$ cat src/rtl/bitrev_io_pkg.sv
package bitrev_io_pkg;
  localparam int unsigned DEF_DATA_W = 8;
  localparam int unsigned DEF_ADDR_W = 8;

  typedef enum logic [1:0] {
    SRC_NONE  = 2'd0,
    SRC_RAM   = 2'd1,
    SRC_PORT0 = 2'd2,
    SRC_PORT1 = 2'd3
  } rd_src_e;
endpackage

$ cat src/rtl/bitrev_swap.sv
module bitrev_swap #(
  parameter int unsigned W = 8
) (
  input  logic [W-1:0] din,
  output logic [W-1:0] dout
);
  for (genvar i = 0; i < W; i++) begin : g_bit
    assign dout[i] = din[W-1-i];
  end
endmodule

$ cat src/rtl/bitrev_io_addr_dec.sv
module bitrev_io_addr_dec
  import bitrev_io_pkg::*;
#(
  parameter int unsigned ADDR_W = 8,
  parameter logic [ADDR_W-1:0] PORT0_ADDR = 'hFB,
  parameter logic [ADDR_W-1:0] PORT1_ADDR = 'hFC,
  parameter logic [ADDR_W-1:0] ACK_ADDR   = 'hFD
) (
  input  logic [ADDR_W-1:0] addr,
  output rd_src_e           region,
  output logic              hit_ack
);
  always_comb begin
    if (addr == PORT0_ADDR)      region = SRC_PORT0;
    else if (addr == PORT1_ADDR) region = SRC_PORT1;
    else                         region = SRC_RAM;
  end

  assign hit_ack = (addr == ACK_ADDR);
endmodule

$ cat src/rtl/bitrev_io_ram.sv
module bitrev_io_ram #(
  parameter int unsigned DATA_W = 8,
  parameter int unsigned ADDR_W = 8
) (
  input  logic              clk,
  input  logic [ADDR_W-1:0] addr,
  input  logic              we,
  input  logic [DATA_W-1:0] wdata,
  input  logic              re,
  output logic [DATA_W-1:0] rdata
);
  localparam int unsigned DEPTH = 1 << ADDR_W;

  logic [DATA_W-1:0] mem [DEPTH];

  // Read-first single port: the read register sees the pre-write contents.
  always_ff @(posedge clk) begin
    if (we) mem[addr] <= wdata;
    if (re) rdata <= mem[addr];
  end
endmodule

$ cat src/rtl/bitrev_io_ports.sv
module bitrev_io_ports
  import bitrev_io_pkg::*;
#(
  parameter int unsigned DATA_W = 8
) (
  input  logic              clk,
  input  logic              rst,
  input  rd_src_e           region,
  input  logic              wr_en,
  input  logic              rd_en,
  input  logic [DATA_W-1:0] wdata,
  input  logic [DATA_W-1:0] in0,
  input  logic [DATA_W-1:0] in1,
  output logic [DATA_W-1:0] out0,
  output logic [DATA_W-1:0] out1,
  output logic [DATA_W-1:0] rd_port
);
  logic [DATA_W-1:0] wdata_rev, in0_rev, in1_rev;

  bitrev_swap #(.W(DATA_W)) u_sw_w  (.din(wdata), .dout(wdata_rev));
  bitrev_swap #(.W(DATA_W)) u_sw_i0 (.din(in0),   .dout(in0_rev));
  bitrev_swap #(.W(DATA_W)) u_sw_i1 (.din(in1),   .dout(in1_rev));

  always_ff @(posedge clk) begin
    if (rst) begin
      out0 <= '0;
      out1 <= '0;
    end else if (wr_en) begin
      if (region == SRC_PORT0) out0 <= wdata_rev;
      if (region == SRC_PORT1) out1 <= wdata_rev;
    end
  end

  always_ff @(posedge clk) begin
    if (rst) begin
      rd_port <= '0;
    end else if (rd_en) begin
      if (region == SRC_PORT0)      rd_port <= in0_rev;
      else if (region == SRC_PORT1) rd_port <= in1_rev;
    end
  end

  AST_OUT0_HOLD: assert property (@(posedge clk) disable iff (rst)
    !(wr_en && region == SRC_PORT0) |=> $stable(out0));
  AST_OUT1_HOLD: assert property (@(posedge clk) disable iff (rst)
    !(wr_en && region == SRC_PORT1) |=> $stable(out1));
endmodule

$ cat src/rtl/bitrev_io_decoder.sv
module bitrev_io_decoder
  import bitrev_io_pkg::*;
#(
  parameter int unsigned DATA_W = DEF_DATA_W,
  parameter int unsigned ADDR_W = DEF_ADDR_W,
  parameter logic [ADDR_W-1:0] PORT0_ADDR = 'hFB,
  parameter logic [ADDR_W-1:0] PORT1_ADDR = 'hFC,
  parameter logic [ADDR_W-1:0] ACK_ADDR   = 'hFD
) (
  input  logic              clk,
  input  logic              rst,
  input  logic [ADDR_W-1:0] addr,
  input  logic [DATA_W-1:0] wdata,
  input  logic              wr_en,
  input  logic              rd_en,
  output logic [DATA_W-1:0] rd_data,
  output logic [DATA_W-1:0] out_port0,
  output logic [DATA_W-1:0] out_port1,
  input  logic [DATA_W-1:0] in_port0,
  input  logic [DATA_W-1:0] in_port1,
  output logic              irq_clr
);
  rd_src_e           region;
  rd_src_e           src_q;
  logic              hit_ack;
  logic              ram_we, ram_re;
  logic [DATA_W-1:0] ram_rdata;
  logic [DATA_W-1:0] port_rdata;

  bitrev_io_addr_dec #(
    .ADDR_W(ADDR_W), .PORT0_ADDR(PORT0_ADDR),
    .PORT1_ADDR(PORT1_ADDR), .ACK_ADDR(ACK_ADDR)
  ) u_dec (
    .addr(addr), .region(region), .hit_ack(hit_ack)
  );

  assign ram_we = wr_en && (region == SRC_RAM);
  assign ram_re = rd_en && (region == SRC_RAM);

  bitrev_io_ram #(.DATA_W(DATA_W), .ADDR_W(ADDR_W)) u_ram (
    .clk(clk), .addr(addr), .we(ram_we), .wdata(wdata),
    .re(ram_re), .rdata(ram_rdata)
  );

  bitrev_io_ports #(.DATA_W(DATA_W)) u_ports (
    .clk(clk), .rst(rst), .region(region), .wr_en(wr_en), .rd_en(rd_en),
    .wdata(wdata), .in0(in_port0), .in1(in_port1),
    .out0(out_port0), .out1(out_port1), .rd_port(port_rdata)
  );

  always_ff @(posedge clk) begin
    if (rst)        src_q <= SRC_NONE;
    else if (rd_en) src_q <= region;
  end

  // Held high through reset so the external request flip-flop starts clear.
  always_ff @(posedge clk) begin
    if (rst) irq_clr <= 1'b1;
    else     irq_clr <= rd_en && hit_ack;
  end

  always_comb begin
    unique case (src_q)
      SRC_RAM:   rd_data = ram_rdata;
      SRC_PORT0,
      SRC_PORT1: rd_data = port_rdata;
      default:   rd_data = '0;
    endcase
  end

  AST_ACK_PULSE: assert property (@(posedge clk) disable iff (rst)
    (rd_en && addr == ACK_ADDR) |=> irq_clr);
  AST_ACK_QUIET: assert property (@(posedge clk) disable iff (rst)
    !(rd_en && addr == ACK_ADDR) |=> !irq_clr);
  AST_RD_HOLD: assert property (@(posedge clk) disable iff (rst)
    !rd_en |=> $stable(rd_data));

  for (genvar i = 0; i < DATA_W; i++) begin : g_chk
    AST_OUT0_REV: assert property (@(posedge clk) disable iff (rst)
      (wr_en && addr == PORT0_ADDR) |=> out_port0[i] == $past(wdata[DATA_W-1-i]));
    AST_OUT1_REV: assert property (@(posedge clk) disable iff (rst)
      (wr_en && addr == PORT1_ADDR) |=> out_port1[i] == $past(wdata[DATA_W-1-i]));
    AST_IN0_REV: assert property (@(posedge clk) disable iff (rst)
      (rd_en && addr == PORT0_ADDR) |=> rd_data[i] == $past(in_port0[DATA_W-1-i]));
  end
endmodule

$ cat config.mk
export PLATFORM = sky130hd
export DESIGN_NAME = bitrev_io_decoder
export DESIGN_NICKNAME = d
export VERILOG_FILES = /design/src/rtl/bitrev_io_pkg.sv /design/src/rtl/bitrev_swap.sv /design/src/rtl/bitrev_io_addr_dec.sv /design/src/rtl/bitrev_io_ram.sv /design/src/rtl/bitrev_io_ports.sv /design/src/rtl/bitrev_io_decoder.sv
export SDC_FILE = /design/constraint.sdc
export NUM_CORES = 2
export LEC_CHECK = 0
export ABC_AREA = 1
export BUFFER_PORTS_ARGS = -buffer_cell sky130_fd_sc_hd__clkbuf_2
export CORE_UTILIZATION = 29
export DETAILED_ROUTE_END_ITERATION = 16
export GPL_TIMING_DRIVEN = 1
export SETUP_SLACK_MARGIN = 0.3
export SLEW_MARGIN = 10
export SYNTH_ARGS = -nofsm -noshare
export SYNTH_HDL_FRONTEND = slang
export SYNTH_SLANG_ARGS = --single-unit
$ cat constraint.sdc
create_clock -name clk -period 1.82 [get_ports clk]
set_input_delay 0.091 -clock clk [delete_from_list [all_inputs] [get_ports clk]]
set_output_delay 0.091 -clock clk [all_outputs]
set_load 0.01 [all_outputs]
### After elaboration in Yosys (flattened, before gate mapping)

Memory sizes are Yosys's and may differ from the RTL's. A register that Yosys moved wholly into a read port is not among the register bits.
Cells that the tools add are included.

* reduce and logical (&&, ||, !) cells: 8
* eq/ne operators: 9
* div/mod/pow operators: 0
* shifts and indexed selects: 0
* multiplexer cells: 7
* $lt $le $gt $ge: 0
* multiply operators: 0
* bitwise logic cells: 0
* add/sub/neg operators: 0

Operators by type and width (number)
* $eq A8 B8 Y1 const B: 3
* $mux W8: 2
* $pmux W8 S2: 1
* $eq A2 B2 Y1 const B: 4
* $reduce_and A2 Y1: 3
* $eq A2 B1 Y1 const B: 2
* $mux W2: 2
* $logic_and A1 B1 Y1: 3
* $mux W1: 2
* $reduce_bool A2 Y1: 1
* $reduce_or A2 Y1: 1

* flip-flop bits (word level): 27
* RAM bits: 2048
* latch bits: 0
* output and inout bits: 25
* memory bits (read-only): 0
* memories kept: 1
* bits of input ports: 36

Memories
* u_ram.mem: words 256, width 8, rd ports 1, clocked after Yosys merged registers in 1, write ports 1, RTL line bitrev_io_ram.sv:14 `logic [DATA_W-1:0] mem [DEPTH];`

### Longest topological paths before layout

* depth after elaboration: 7
* depth in mapped cells: 17
* mapped depth without buffers: 13

### By module

From an unflattened synthesis, not the netlist that was laid out.

* cell total of the unflattened synthesis: 8287
* area, all modules: 86596.8 um^2

Modules (own cells, without submodules)
* bitrev_io_ram: cells an instance 8021, area an instance 84936.5 um^2, instances 1
* bitrev_io_ports: cells an instance 181, area an instance 1143.6 um^2, instances 1
* bitrev_io_decoder: cells an instance 43, area an instance 249.0 um^2, instances 1
* bitrev_swap: cells an instance 8, area an instance 60.1 um^2, instances 3
* bitrev_io_addr_dec: cells an instance 18, area an instance 87.6 um^2, instances 1

### Worst setup path after synthesis

OpenSTA, ideal clock, no wires.

* kind: input -> register
* start: input port addr[0]
* end: memory u_ram.mem[221][0], enable pin
* setup time: 370 ps
* arrival: 1626 ps
* stages: 9
* required time: 1450 ps
* setup slack: -176 ps
* cells stage by stage: buf_4 inv_2 buf_6 buf_4 buf_2 nor3_1 nand2_1 buf_4 nor2_1

* cells in the longest elaborated chain, start to end: 7
* elaborated cells between the ends (all ways): 8

RTL lines
* start, declared: RTL line bitrev_io_decoder.sv:12 `input logic [ADDR_W-1:0] addr,`
* $eq A8 B8 Y1: RTL line bitrev_io_addr_dec.sv:15 `else if (addr == PORT1_ADDR) region = SRC_PORT1;`
* $mux W2: RTL line bitrev_io_addr_dec.sv:15
* $mux W2: RTL line bitrev_io_addr_dec.sv:14 `if (addr == PORT0_ADDR) region = SRC_PORT0;`
* $eq A2 B1 Y1: RTL line bitrev_io_decoder.sv:37 `assign ram_we = wr_en && (region == SRC_RAM);`
* $logic_and A1 B1 Y1: RTL line bitrev_io_decoder.sv:37
* $mux W1: RTL line bitrev_io_ram.sv:18 `if (we) mem[addr] <= wdata;`
* $mux W1 (implied by the code): RTL line bitrev_io_ram.sv:18
* end, declared: RTL line bitrev_io_ram.sv:14

Parallel ways exist; a longest one is shown, timed or not.

==> flow_metrics.py <==
metrics = {
    "status": {
        "status": "finished with violations",
        "violations": "design-rule violations, negative setup slack",
    },
    "yosys": {
        "synth_top_flop_cell": "edfxtp_1",
        "ys_ff_latch": 2083,
        "ys_warn_count": 0,
        "avgSynthCellArea_um2": 10.6,
        "yosysSeqAreaShare_pct": 72.5,
        "synth_edf_count": 2056,
        "syn_area_um2": 85900,
        "synthArstFlopShare_pct": 0,
        "synth_cell_types": 24,
        "netlist_instances": 8116,
    },
    "placed_design": {
        "placed_area_um2": 98000,
        "dp_slack_ps": -968,
        "io_buffer_count": 60,
        "placed_cells": 12500,
        "gp_congestion": 0.909,
        "dp_hpwl_um": 162000,
    },
    "route": {
        "vias": 60100,
        "drtIter0Drc": 6619,
        "drc": 14,
        "finalWirelength_um": 252000,
        "wire_per_inst_um": 19.5,
        "firstDrtPassIters": 12,
        "postRouteAntennaNets": 0,
        "routed_via_density": 4.66,
    },
    "final_layout": {
        "synthToLayoutAreaGrowth_pct": 23.7,
        "final_cell_mix": "nand2_1, edfxtp_1, buf_4",
        "fillers": 28500,
        "fin_cells": 12900,
        "layout-drive-gt1-share_pct": 16.7,
        "fin_area_um2": 106000,
        "fin_nets": 8820,
        "final_util_pct": 36.1,
        "final_common_cell": "nand2_1",
    },
    "critical_path": {
        "crit_family": "simple AND/OR/NAND/NOR gates",
        "endpoint": "u_ram.rdata[4]",
        "crit_start": "u_ram.mem[86][4]",
        "r2r_slack_ps": -120,
        "critical_path_required_ps": 2420,
        "max_stage_delay_ps": 370,
        "critPathBufInv": 2,
        "cpMostUsedCell": "nand2_1",
        "worst_r2r_endpoint": "u_ram.rdata[4]",
        "crit_path_end_kind": "flip-flop",
        "worstPathCellList": "nand2_1, nand2_1, nand2_1, nand2_1, nand2_1, nand2_2, o21ai_2, buf_4, nand2_4, nor2_4, buf_6, nor2_4, nor2_4, nand2_1",
        "cp.depth": 14,
        "cp_slowest_cell": "edfxtp_1",
        "startpoint_type": "flip-flop",
        "r2r_start": "u_ram.mem[86][4]",
        "worst-setup-path-type": "reg -> reg",
        "path_max_fanout": 1,
        "crit_arrival_ps": 2540,
        "r2r_cells": 14,
    },
    "sta": {
        "finalSetupTns_ps": -686,
        "skew_ps": 63.1,
        "worstMarginPinSlew_ps": 595,
        "slew_violations": 0,
        "fmax_mhz": 516,
        "fin_crit_ps": 1940,
        "setup_viol": 14,
        "maxSlewHeadroom_pct": 60.3,
        "grt_setup_unrepaired": "yes",
        "min_period_over_period_pct": 106,
        "setup_slack_ps": -116,
        "finalHoldViolCount": 0,
    },
    "floorplan": {
        "core_um2": 294000,
        "rows": 199,
        "die_h_um": 546,
        "initial_core_util_pct": 29.2,
        "die_x_um": 546,
        "num_io_pins": 61,
        "dieArea_um2": 299000,
    },
    "grt": {
        "antenna_found_initial": 10,
        "grt_overflow": 0,
        "grt_pass1_vias": 58900,
        "grt_pass1_wl_um": 373000,
        "grt_max_degree": 89,
        "track_usage_pct": 16.5,
    },
    "cts": {
        "path_clk_slew_ps": 60,
        "clk_latency_ps": 880,
        "cts_sinks": 2083,
        "cts_tree": "done",
        "cts_root_buf": "clkbuf_16",
        "numCtsBuffers": 212,
        "htreeDepth": 4,
        "clockBufferDepth": 3,
    },
    "flow_run": {
        "drv_cap": 0,
    },
    "power_and_ir_drop": {
        "p_per_area_nw_per_um2": 978,
        "p_leak_nw": 42.0,
        "peakVddDrop_mv": 0.754,
    },
    "min_path": {
        "hp-class": "in -> reg",
    },
}
-- stage by stage --
stage / power, mW / hold WS [ps]
CTS: 104 / 1.39
finish: 104 / 71.6
global placement: 60.6 / 343
floorplan: 57.0 / 190
detailed placement: 60.7 / 352
global route: 107 / 67.9
-- how the worst min path moves through the flow --
stage / startpoint / depth (start not counted) / endpoint / slack, ps
global placement: in_port1[2] / 3 / u_ports.rd_port[5] / 340
finish: addr[4] / 7 / u_ports.rd_port[4] / 70
CTS: in_port0[2] / 4 / u_ports.rd_port[5] / 1
global route: addr[4] / 7 / u_ports.rd_port[0] / 70
detailed placement: in_port1[4] / 3 / u_ports.rd_port[3] / 350
floorplan: wdata[0] / 0 / u_ram.mem[0][0] / 190
-- cells by family (layout without fill, tap and decap cells) --
kind of cell	Yosys count	count (layout)	share of synthesized area (%)
AND/OR/NAND/NOR	5403	5403	24.1
buffers and inverters	458	1292	2.40
AO/OA/AOI/OAI	171	171	1.01
other	1	20	0.00436
flip-flops	2083	2083	72.5
-- synth_stat cells (18+ instances only) --
cell type     n  share of area (%)
edfxtp_1   2056                 72
o21ai_1     127               0.74
nand4_1      35               0.25
o21ai_0      18               0.10
buf_2       216                1.3
nand3_1     246                1.4
nand2_1    4765                 21
dfxtp_1      27               0.63
buf_1        35               0.15
clkbuf_1    166               0.72
nor2_1      344                1.5
inv_1        23               0.10
-- worst reg2reg max path, stage by stage, from the launching register on --
cell and delay, ps:
edfxtp_1 370, nand2_1 80, nand2_1 50, nand2_1 50, nand2_1 70, nand2_1 80, nand2_2 70, o21ai_2 190
buf_4 150, nand2_4 50, nor2_4 110, buf_6 110, nor2_4 50, nor2_4 170, nand2_1 80
-- registers in the layout (all words and copies together), names as in the netlist --
register and cells:
irq_clr 1, src_q 2, u_ports.out0 8, u_ports.out1 8, u_ports.rd_port 8, u_ram.mem 2048, u_ram.rdata 8
-- timing repair --
action / CTS / global route
gates resized for setup: 164 / 109
gates cloned: 1 / 0
hold buffers: 34 / 0
setup endpoints to repair: 16 / 249
hold endpoints to repair: 2000 / 0
pin swaps: 75 / 75
buffers inserted: 3 / 1
-- area by class of cell --
| class | count | area [µm²] | share of cell area (%) |
|---|---|---|---|
| Sequential cell | 2083 | 62300 | 58.6 |
| Multi-Input combinational cell | 5590 | 22900 | 21.5 |
| Timing Repair Buffer | 867 | 9070 | 8.54 |
| Clock buffer | 248 | 5460 | 5.14 |
| Tap cell | 3919 | 4900 | 4.61 |
| Clock inverter | 147 | 1500 | 1.41 |
| Inverter | 29 | 144 | 0.135 |
| Antenna cell | 4 | 10.0 | 0.00942 |
| Timing Repair inverter | 1 | 8.76 | 0.00824 |
-- layer usage --
layer  vias up  part of all wire (%)  routed length (µm)  global-route usage [%]
li1      28200                     -                   -                       -
met1     29300                    43              108000                    22.5
met2      2173                    47              118000                    27.1
met3       384                   7.0               17500                    2.45
met4         2                   3.0                7650                    5.05
met5         -                0.0056                  14                       0
-- power by group --
| group | internal [mW] | switching (mW) |
|---|---|---|
| Clock | 25.1 | 18.7 |
| Combinational | 2.18 | 4.95 |
| Sequential | 52.8 | 0.0680 |
| Total | 80.2 | 23.8 |
(Power assumes the default switching activity.)
